## config.mk

```make
export PLATFORM = sky130hd
export DESIGN_NAME = ring_stop
export DESIGN_NICKNAME = d
export VERILOG_FILES = /design/src/rtl/ring_stop_pkg.sv /design/src/rtl/ring_stop_fifo.sv /design/src/rtl/ring_stop_hdr.sv /design/src/rtl/ring_stop.sv
export SDC_FILE = /design/constraint.sdc
export NUM_CORES = 1
export LEC_CHECK = 0
export CAP_MARGIN = 5
export CORE_MARGIN = 2
export CORE_UTILIZATION = 49
export CTS_BUF_LIST = sky130_fd_sc_hd__clkbuf_16
export DETAILED_ROUTE_END_ITERATION = 7
export PLACE_DENSITY_LB_ADDON = 0.05
export SLEW_MARGIN = 10
export SYNTH_ARGS = -nofsm -noshare
export SYNTH_HDL_FRONTEND = slang
export SYNTH_SLANG_ARGS = --single-unit
export TNS_END_PERCENT = 5
```

## constraint.sdc

```tcl
create_clock -name clk -period 2.7 [get_ports clk]
set_clock_uncertainty 0.1 [all_clocks]
set_input_delay 0.54 -clock clk [delete_from_list [all_inputs] [get_ports clk]]
set_output_delay 0.54 -clock clk [all_outputs]
set_load 0.02 [all_outputs]
```

## src/rtl/ring_stop_pkg.sv

```systemverilog
package ring_stop_pkg;

    // Flit kind codes, held in the top two bits of every flit.
    typedef enum logic [1:0] {
        KIND_NONE = 2'b00,
        KIND_HEAD = 2'b01,
        KIND_BODY = 2'b10,
        KIND_TAIL = 2'b11
    } flit_kind_e;

    typedef enum logic [2:0] {
        ST_IDLE,
        ST_PASS,
        ST_EJECT,
        ST_INJ_HEAD,
        ST_INJ_BODY
    } stop_state_e;

endpackage

```

## src/rtl/ring_stop_fifo.sv

```systemverilog
module ring_stop_fifo #(
    parameter int W     = 24,
    parameter int DEPTH = 4,
    localparam int AW   = (DEPTH > 1) ? $clog2(DEPTH) : 1
) (
    input  logic         clk,
    input  logic         rst,
    input  logic         push,
    input  logic [W-1:0] din,
    output logic         full,
    output logic         out_valid,
    output logic [W-1:0] dout,
    input  logic         out_blocked
);
    logic [W-1:0]  mem [DEPTH];
    logic [AW-1:0] rd_q, wr_q;
    logic [AW:0]   cnt_q;
    logic          do_push, do_pop;

    assign full      = (cnt_q == (AW+1)'(DEPTH));
    assign out_valid = (cnt_q != '0);
    assign dout      = mem[rd_q];
    assign do_push   = push && !full;
    assign do_pop    = out_valid && !out_blocked;

    always_ff @(posedge clk) begin
        if (do_push) mem[wr_q] <= din;
    end

    always_ff @(posedge clk) begin
        if (rst) begin
            rd_q  <= '0;
            wr_q  <= '0;
            cnt_q <= '0;
        end else begin
            if (do_push) wr_q <= (wr_q == AW'(DEPTH-1)) ? '0 : wr_q + 1'b1;
            if (do_pop)  rd_q <= (rd_q == AW'(DEPTH-1)) ? '0 : rd_q + 1'b1;
            unique case ({do_push, do_pop})
                2'b10:   cnt_q <= cnt_q + 1'b1;
                2'b01:   cnt_q <= cnt_q - 1'b1;
                default: cnt_q <= cnt_q;
            endcase
        end
    end
endmodule

```

## src/rtl/ring_stop_hdr.sv

```systemverilog
module ring_stop_hdr
    import ring_stop_pkg::*;
#(
    parameter int DATA_W  = 16,
    parameter int UID_W   = 6,
    parameter int NW      = 2,
    parameter int VW      = 1,
    parameter int NODE_ID = 0
) (
    input  logic [VW-1:0]            vc,
    input  logic [NW-1:0]            dest,
    input  logic [UID_W-1:0]         uid,
    output logic [DATA_W+UID_W+1:0]  flit
);
    localparam logic [NW-1:0] SRC = NW'(NODE_ID);
    logic [DATA_W-1:0] data;

    // Header packing: channel above source above destination.
    always_comb begin
        data = '0;
        data[2*NW+VW-1:0] = {vc, SRC, dest};
        flit = {KIND_HEAD, uid, data};
    end
endmodule

```

## src/rtl/ring_stop.sv

```systemverilog
module ring_stop
    import ring_stop_pkg::*;
#(
    parameter int NODES      = 4,
    parameter int VCS        = 2,
    parameter int DATA_W     = 16,
    parameter int UID_W      = 6,
    parameter int FIFO_DEPTH = 4,
    parameter int NODE_ID    = 1,
    localparam int NW = (NODES > 1) ? $clog2(NODES) : 1,
    localparam int VW = (VCS > 1) ? $clog2(VCS) : 1,
    localparam int FW = DATA_W + UID_W + 2
) (
    input  logic              clk,
    input  logic              rst,
    input  logic              rin_valid,
    input  logic [FW-1:0]     rin_flit,
    output logic              rin_blocked,
    output logic              rout_valid,
    output logic [FW-1:0]     rout_flit,
    input  logic              rout_blocked,
    input  logic              inj_valid,
    input  logic              inj_last,
    input  logic [DATA_W-1:0] inj_data,
    input  logic [NW-1:0]     inj_dest,
    input  logic [VW-1:0]     inj_vc,
    output logic              inj_blocked,
    output logic [VCS-1:0]    ej_valid,
    output logic [VCS*FW-1:0] ej_flit,
    input  logic [VCS-1:0]    ej_blocked
);
    localparam logic [NW-1:0] SELF = NW'(NODE_ID);

    stop_state_e       state_q, state_d;
    logic [VW-1:0]     vc_q, ivc_q;
    logic [NW-1:0]     dest_q;
    logic [UID_W-1:0]  uid_q;
    logic [VCS-1:0]    full, push;
    logic [FW-1:0]     hdr_flit;

    flit_kind_e        rin_kind;
    logic [NW-1:0]     rin_dest;
    logic [VW-1:0]     rin_vc;
    logic              rin_fire, inj_fire;

    assign rin_kind = flit_kind_e'(rin_flit[FW-1 -: 2]);
    assign rin_dest = rin_flit[NW-1:0];
    assign rin_vc   = rin_flit[2*NW+VW-1:2*NW];
    assign rin_fire = rin_valid && !rin_blocked;
    assign inj_fire = inj_valid && !inj_blocked;

    ring_stop_hdr #(
        .DATA_W(DATA_W), .UID_W(UID_W), .NW(NW), .VW(VW), .NODE_ID(NODE_ID)
    ) u_hdr (
        .vc(ivc_q), .dest(dest_q), .uid(uid_q), .flit(hdr_flit)
    );

    for (genvar v = 0; v < VCS; v++) begin : g_vc
        ring_stop_fifo #(.W(FW), .DEPTH(FIFO_DEPTH)) u_fifo (
            .clk(clk), .rst(rst),
            .push(push[v]), .din(rin_flit), .full(full[v]),
            .out_valid(ej_valid[v]), .dout(ej_flit[v*FW +: FW]),
            .out_blocked(ej_blocked[v])
        );
    end

    // State register and packet-scoped latches.
    always_ff @(posedge clk) begin
        if (rst) begin
            state_q <= ST_IDLE;
            vc_q    <= '0;
            ivc_q   <= '0;
            dest_q  <= '0;
            uid_q   <= '0;
        end else begin
            state_q <= state_d;
            if (state_q == ST_IDLE && state_d == ST_EJECT) vc_q <= rin_vc;
            if (state_q == ST_IDLE && state_d == ST_INJ_HEAD) begin
                dest_q <= inj_dest;
                ivc_q  <= inj_vc;
            end
            if (state_q == ST_INJ_BODY && state_d == ST_IDLE) uid_q <= uid_q + 1'b1;
        end
    end

    // Next state and handshake outputs.
    always_comb begin
        state_d     = state_q;
        rout_valid  = 1'b0;
        rout_flit   = '0;
        rin_blocked = 1'b1;
        inj_blocked = 1'b1;
        push        = '0;
        unique case (state_q)
            ST_IDLE: begin
                rin_blocked = 1'b0;
                if (rin_valid && rin_kind == KIND_HEAD) begin
                    if (rin_dest == SELF) begin
                        rin_blocked  = full[rin_vc];
                        push[rin_vc] = !full[rin_vc];
                        if (!full[rin_vc]) state_d = ST_EJECT;
                    end else begin
                        rout_valid  = 1'b1;
                        rout_flit   = rin_flit;
                        rin_blocked = rout_blocked;
                        if (!rout_blocked) state_d = ST_PASS;
                    end
                end else if (!rin_valid && inj_valid) begin
                    state_d = ST_INJ_HEAD;
                end
            end
            ST_PASS: begin
                rout_valid  = rin_valid;
                rout_flit   = rin_flit;
                rin_blocked = rout_blocked;
                if (rin_fire && rin_kind == KIND_TAIL) state_d = ST_IDLE;
            end
            ST_EJECT: begin
                rin_blocked  = full[vc_q];
                push[vc_q]   = rin_valid && !full[vc_q];
                if (rin_fire && rin_kind == KIND_TAIL) state_d = ST_IDLE;
            end
            ST_INJ_HEAD: begin
                rout_valid = 1'b1;
                rout_flit  = hdr_flit;
                if (!rout_blocked) state_d = ST_INJ_BODY;
            end
            ST_INJ_BODY: begin
                rout_valid  = inj_valid;
                rout_flit   = {(inj_last ? KIND_TAIL : KIND_BODY), uid_q, inj_data};
                inj_blocked = rout_blocked;
                if (inj_fire && inj_last) state_d = ST_IDLE;
            end
            default: state_d = ST_IDLE;
        endcase
    end
endmodule

```

---- Word level (Yosys, flattened, before mapping) ----
Memories as Yosys holds them, arrays and structs flattened. A register that Yosys moved wholly into a read port is not among the register bits.
Cells that the tools add are included.
word-level totals
  register bits after elaboration ......... 27
  bits in writable memories ............... 192
  input bits .............................. 51
  output and inout port bits .............. 77
  word-level logic and storage cells ...... 124
  memories ................................ 2
memory list
  name                words  bits a word  read ports  clocked after memory_dff  wr ports  RTL line              text
  g_vc[0].u_fifo.mem  4      24           1           1                         1         ring_stop_fifo.sv:15  logic [W-1:0] mem [DEPTH];
  g_vc[1].u_fifo.mem  4      24           1           1                         1         ring_stop_fifo.sv:15
cells by class
  add/sub/neg operators ................... 9
  order comparisons ....................... 4
  equality and inequality tests ........... 19
  multiplexer cells ....................... 45
  bitwise gates (word level) .............. 2
  reductions and logical operators ........ 32
operator list
  kind                 number
  $pmux 24 s4          1
  $mux 24              2
  $mux 3               8
  $mux 2               10
  $logic_and 1x1->1    16
  $mux 1               16
  $eq 2x2->1 const B   7
  $eq 3x2->1 const B   4
  $pmux 3 s2           2
  $pmux 3 s4           1
  $eq 3x3->1 const B   3
  $logic_not 1->1      9
  $add 2x1->2 const B  4
  $eq 2x1->1 const B   4
  $add 3x1->3 const B  2
  $add 6x1->6 const B  1
  $logic_not 3->1      2
  $reduce_bool 3->1    2
  $sub 3x1->3 const B  2
  $and 2x2->2          2
  $lt 1x2->1 const B   2
  $pmux 1 s4           1
  $pmux 2 s2           1
  $reduce_bool 2->1    2
  other kinds (5)      7

---- Depth between registers and ports, before layout ----
  depth after elaboration ................. 13
  depth in mapped cells ................... 11
  depth with buffers taken out ............ 10

---- Cells and area by module ----
From an unflattened synthesis, not the netlist that was laid out.
unflattened totals
  cell total of the unflattened synthesis .. 551
  area total of the unflattened synthesis .. 9382.7 um2
modules (own cells, without submodules)
  module          times used  cells an instance  area an instance (um2)
  ring_stop_fifo  2           181                3960.0
  ring_stop       1           163                1275.0
  ring_stop_hdr   1           26                 187.7

---- Least setup slack after synthesis ----
Ideal clock, no wire load.
  path kind ............................... input to register
  from .................................... input rin_flit[23]
  to ...................................... register g_vc[1].u_fifo.cnt_q[2]
  library setup time ...................... 0.070 ns
  arrival time ............................ 2.436 ns
  required time ........................... 2.530 ns
  setup slack ............................. 0.094 ns
  cell stages on the path ................. 10
  path through ............................ and3b_1 -> nand4_1 -> a2111oi_4 -> inv_1 -> ha_1 -> inv_1 -> fa_1 -> xor2_1 -> or3_1 -> a21oi_1
between the ends
  cells in the longest elaborated chain, start to end .. 7
  elaborated cells between the ends (all ways) .. 9
RTL lines
  item                                             RTL line              text
  start: declaration                               ring_stop.sv:17       input logic [FW-1:0] rin_flit,
  $eq 2x1->1 *                                     ring_stop.sv:97       if (rin_valid && rin_kind == KIND_HEAD) begin
  $logic_and 1x1->1 *                              ring_stop.sv:97
  $mux 2 *                                         ring_stop.sv:97
  $pmux 2 s2 *                                     ring_stop.sv:94       unique case (state_q)
  $logic_and 1x1->1 *                              ring_stop_fifo.sv:23  assign do_push = push && !full;
  $eq 2x1->1 or $eq 2x2->1 (tied branches)         ring_stop_fifo.sv:38  unique case ({do_push, do_pop})
  $pmux 3 s2 or $reduce_bool 2->1 (tied branches)  --
  end signal: assignment                           ring_stop_fifo.sv:39  2'b10: cnt_q <= cnt_q + 1'b1;
  end signal: assignment                           ring_stop_fifo.sv:40  2'b01: cnt_q <= cnt_q - 1'b1;
  end signal: assignment                           ring_stop_fifo.sv:41  default: cnt_q <= cnt_q;
  end: declaration                                 ring_stop_fifo.sv:17  logic [AW:0] cnt_q;
Mark *: on every way between the ends. The rest lies on a longest branch, timed or not.
A chain may end at the register's enable or synchronous reset.

---- Worst setup path after layout ----
  from .................................... input rin_valid
  to ...................................... output rout_flit[4]
between the ends
  cells in the longest elaborated chain, start to end .. 3
RTL lines
  item                RTL line         text
  start: declaration  ring_stop.sv:16  input logic rin_valid,
  $logic_and 1x1->1   ring_stop.sv:97
  $mux 24             ring_stop.sv:97
  $pmux 24 s4         ring_stop.sv:94
  end: declaration    ring_stop.sv:20  output logic [FW-1:0] rout_flit,
Every way passes these cells.

==> qor.csv <==
stage;metric;value;unit
status;status;finished, violations left;
status;violations;setup timing;
critical_path;worstPathMaxFanout;5;
logic_synthesis;syn_nets;557;
route;met3_length;963;um
layout;multi_input_area;0.002432;mm2
critical_path;crit_buf_inv;3;
power_and_ir_drop;leakage;4.190;nW
critical_path;cpMaxStageDelayCell;clkdlybuf4s50_1;
route;wl_met1;8570;um
route;drtPass1Iterations;4;
hold_path;hold_class;reg -> reg;
timing;slew_violations;0;
layout;drive_gt1_frac;0.2835;
critical_path;crit_path_end_kind;output port;
placement;port_buffers;127;
critical_path;arrival;2.09;ns
grt;grt_usage;0.2067;
route;drc_errors;0;
timing;finalHoldViolations;0;
layout;antenna_cells;0;
critical_path;required;2.06;ns
layout;area_delta_synth_final;31.54;%
route;drt-initial-drc-count;350;
route;maxUsedRoutingLayer;met4;
logic_synthesis;syn_inst;491;
critical_path;rrSetupSlack;0.22;ns
clock_network;clk_path_buf_depth;3;
critical_path;r2r_end;g_vc[0].u_fifo.cnt_q[2]$_SDFFE_PP0P_;
layout;finish.utilization;0.6560;
timing;min_period_over_period;1.013;
timing;fin_crit;2.734;ns
clock_network;clkLatencyLatePin;0.50;ns
power_and_ir_drop;p_per_area;654.2;mW/mm2
critical_path;rr_worst_depth;11;
layout;fill_cells;1289;
clock_network;htreeDepth;1;
power_and_ir_drop;vdd_drop_max;0.5487;mV
timing;finalSetupViolCount;1;
floorplanning;row_count;49;
timing;rsz0062_at_grt;true;
hold_path;min_to;dest_q[1]$_SDFFE_PP0P_;
layout;nets;766;
route;routedWlPerCell;20.86;um
floorplanning;dieArea;0.01938;mm2
grt;grt_pass1_vias;5451;
critical_path;critPathKind;in -> out;
timing;max_slew.worst_pin.slew;0.3574;ns
logic_synthesis;yosys_warnings;0;
placement;place_congestion;0.7959;
critical_path;cp-start-kind;primary input;
floorplanning;die_x;139.2;um
logic_synthesis;synth_seq_area_share;0.7128;
logic_synthesis;synthesis.area;0.008959;mm2
clock_network;clock_sinks;223;
route;routed_wl;19720;um
logic_synthesis;synthDistinctLibCells;50;
critical_path;critPathTopFamily;buffers and inverters;
clock_network;clkSlewWorstSetupHoldPaths;0.06;ns
floorplanning;core_region_area;0.01796;mm2
placement;preCtsSetupSlack;-0.5507;ns
critical_path;critical-path-max-stage-delay;0.42;ns
grt;overflow;0;
route;ant_nets;0;
logic_synthesis;synth_edf_count;192;
hold_path;whs_path_depth;2;
floorplanning;chipHeight;139.2;um
route;vias;5200;
critical_path;r2r_start;state_q[0]$_SDFF_PP0_;
hold_path;min_from;dest_q[1]$_SDFFE_PP0P_;
timing;setup_ws;-0.03421;ns
job;maxCapViolations;0;
logic_synthesis;synth_seq_cells;223;
placement;post-dp-hpwl;13070;um
logic_synthesis;syn_area_per_cell;18.25;um2
grt;grt_antenna_before_repair;0;
critical_path;cp_cell_sequence;clkdlybuf4s50_1, and3b_1, and2_4, a21o_4, a222oi_1, inv_1, buf_2;
clock_network;cts_tree;built;
layout;regArea;0.006391;mm2
floorplanning;start_util;0.4987;
timing;relSlewSlack;0.7599;
logic_synthesis;synth_ff_type;edfxtp_1;
logic_synthesis;synthArstFlopShare;0;
grt;grt_max_degree;30;
grt;grt_pass1_wl;30840;um
floorplanning;num_io_pins;128;
clock_network;cts_root_buf;clkbuf_16;
route;route.met2.wl;9909;um
route;viasPerCell;5.503;
timing;fmax;0.3657;GHz
clock_network;cts_buffers;23;
[what timing repair did]
item / CTS / global route
pin swaps: 6 / 4
setup buffers: 1 / 0
setup endpoints to repair: 74 / 28
resized for setup: 159 / 12
hold buffers: 0 / 0
[per-layer routing]
layer  vias up  global-route usage
met5         -                   0
met4         0             0.04838
met3        24             0.03063
met2       153              0.3568
met1      2641              0.2819
li1       2382                   -
[cell usage in the layout (no fill, tap or decap), types with 3 or more instances in the layout]
cell,Yosys,final
nor3b_2,1,3
buf_12,0,15
buf_4,2,63
a22o_1,18,18
o21ai_0,9,8
nand3_1,9,9
or3_1,4,4
nor3_1,3,3
nor2b_1,5,4
dfxtp_1,31,27
nor2_1,28,28
buf_2,7,19
mux2i_1,9,9
clkinv_1,0,7
nand3b_1,6,6
inv_1,15,20
dfxtp_2,0,4
and2_1,9,8
edfxtp_1,192,192
xor2_1,7,7
a21oi_1,9,9
dlygate4sd2_1,0,54
clkdlybuf4s50_1,0,48
ha_1,13,12
buf_6,2,8
clkinv_2,0,5
mux4_2,48,48
nand2_1,12,12
clkbuf_16,0,23
[tightest hold or removal path, cell delays in order, from the launching register on]
cell and delay [ns]:
dfxtp_1 0.33, mux2i_1 0.07, nor2_1 0.08
[sequential cells by signal (all words and copies together), names as in the netlist, named ones only]
name	count
state_q	3
g_vc.u_fifo.wr_q	4
g_vc.u_fifo.mem	192
ivc_q	1
g_vc.u_fifo.cnt_q	6
dest_q	2
uid_q	6
vc_q	1
g_vc.u_fifo.rd_q	4
[cell type report]
cell class,count,share of cell area
clock inverters,18,0.008494
flip-flops and latches,223,0.5424
clock buffers,23,0.04884
well taps,229,0.02432
inverters,15,0.004778
repair buffers,210,0.1648
multi-input cells,227,0.2064
[worst max path at each step]
stage / startpoint / slack, ns / endpoint / cells after the start
finish: rin_valid / -0.03 / rout_flit[4] / 7
floorplan: rin_flit[23] / 0.09 / g_vc[1].u_fifo.cnt_q[2]$_SDFFE_PP0P_ / 10
detailed placement: rin_flit[22] / -0.55 / rout_flit[8] / 7
CTS: flip-flop / -0.16 / ej_flit[4] / 3
global route: rin_valid / -0.12 / g_vc[1].u_fifo.cnt_q[2]$_SDFFE_PP0P_ / 13
global placement: rin_flit[23] / -0.48 / rout_flit[4] / 7
[synthesized netlist by cell type (2+ instances only)]
library cell | count | area, um2
edfxtp_1 | 192 | 5766
mux4_2 | 48 | 1081
dfxtp_1 | 31 | 620.6
nor2_1 | 28 | 105.1
a22o_1 | 18 | 157.7
inv_1 | 15 | 56.30
ha_1 | 13 | 162.7
clkbuf_1 | 12 | 45.04
nand2_1 | 12 | 45.04
a21oi_1 | 9 | 45.04
and2_1 | 9 | 56.30
mux2i_1 | 9 | 90.09
nand3_1 | 9 | 45.04
o21ai_0 | 9 | 45.04
buf_2 | 7 | 35.03
xor2_1 | 7 | 61.31
nand3b_1 | 6 | 45.04
nor2b_1 | 5 | 31.28
or3_1 | 4 | 25.02
buf_1 | 3 | 11.26
nand2b_1 | 3 | 18.77
nor3_1 | 3 | 15.01
a2111oi_4 | 2 | 55.05
a221o_1 | 2 | 20.02
a22oi_1 | 2 | 15.01
and3b_1 | 2 | 17.52
buf_4 | 2 | 15.01
buf_6 | 2 | 22.52
fa_1 | 2 | 40.04
nand4_1 | 2 | 12.51
nor3b_1 | 2 | 15.01
o31ai_1 | 2 | 15.01
xnor2_1 | 2 | 17.52
[where the power goes]
| group | switching, mW | total, mW | internal (mW) |
|---|---|---|---|
| Clock | 1.21 | 2.84 | 1.63 |
| Combinational | 0.531 | 1.04 | 0.512 |
| Sequential | 0.0322 | 3.82 | 3.79 |
[kinds of logic after synthesis]
group                      count (synthesis)  synth area share
adders and majority gates                 15           0.02263
and+or+nand+nor                           92           0.05517
xor gates and xnor gates                   9          0.008799
DFF                                      223            0.7128
muxes                                     57            0.1307
AOI/OAI and AO/OA                         54           0.04916
buffers and inverters                     41           0.02067
[metrics by stage]
| step | hold slack (ns) | cells | instance area (um2) | setup TNS (ns) | power (mW) |
|---|---|---|---|---|---|
| after floorplan | 0.3619 | 491 | 8959 | 0 | 4.455 |
| after global placement | 0.3746 | 903 | 11200 | -55.53 | 4.990 |
| after detailed placement | 0.4029 | 903 | 11200 | -67.00 | 5.015 |
| after CTS | 0.4119 | 945 | 11770 | -0.1885 | 7.787 |
| after global routing | 0.4335 | 945 | 11780 | -0.6285 | 7.984 |
| final | 0.4118 | 945 | 11780 | -0.03421 | 7.709 |
No activity file was read; power rests on OpenSTA's default activity.
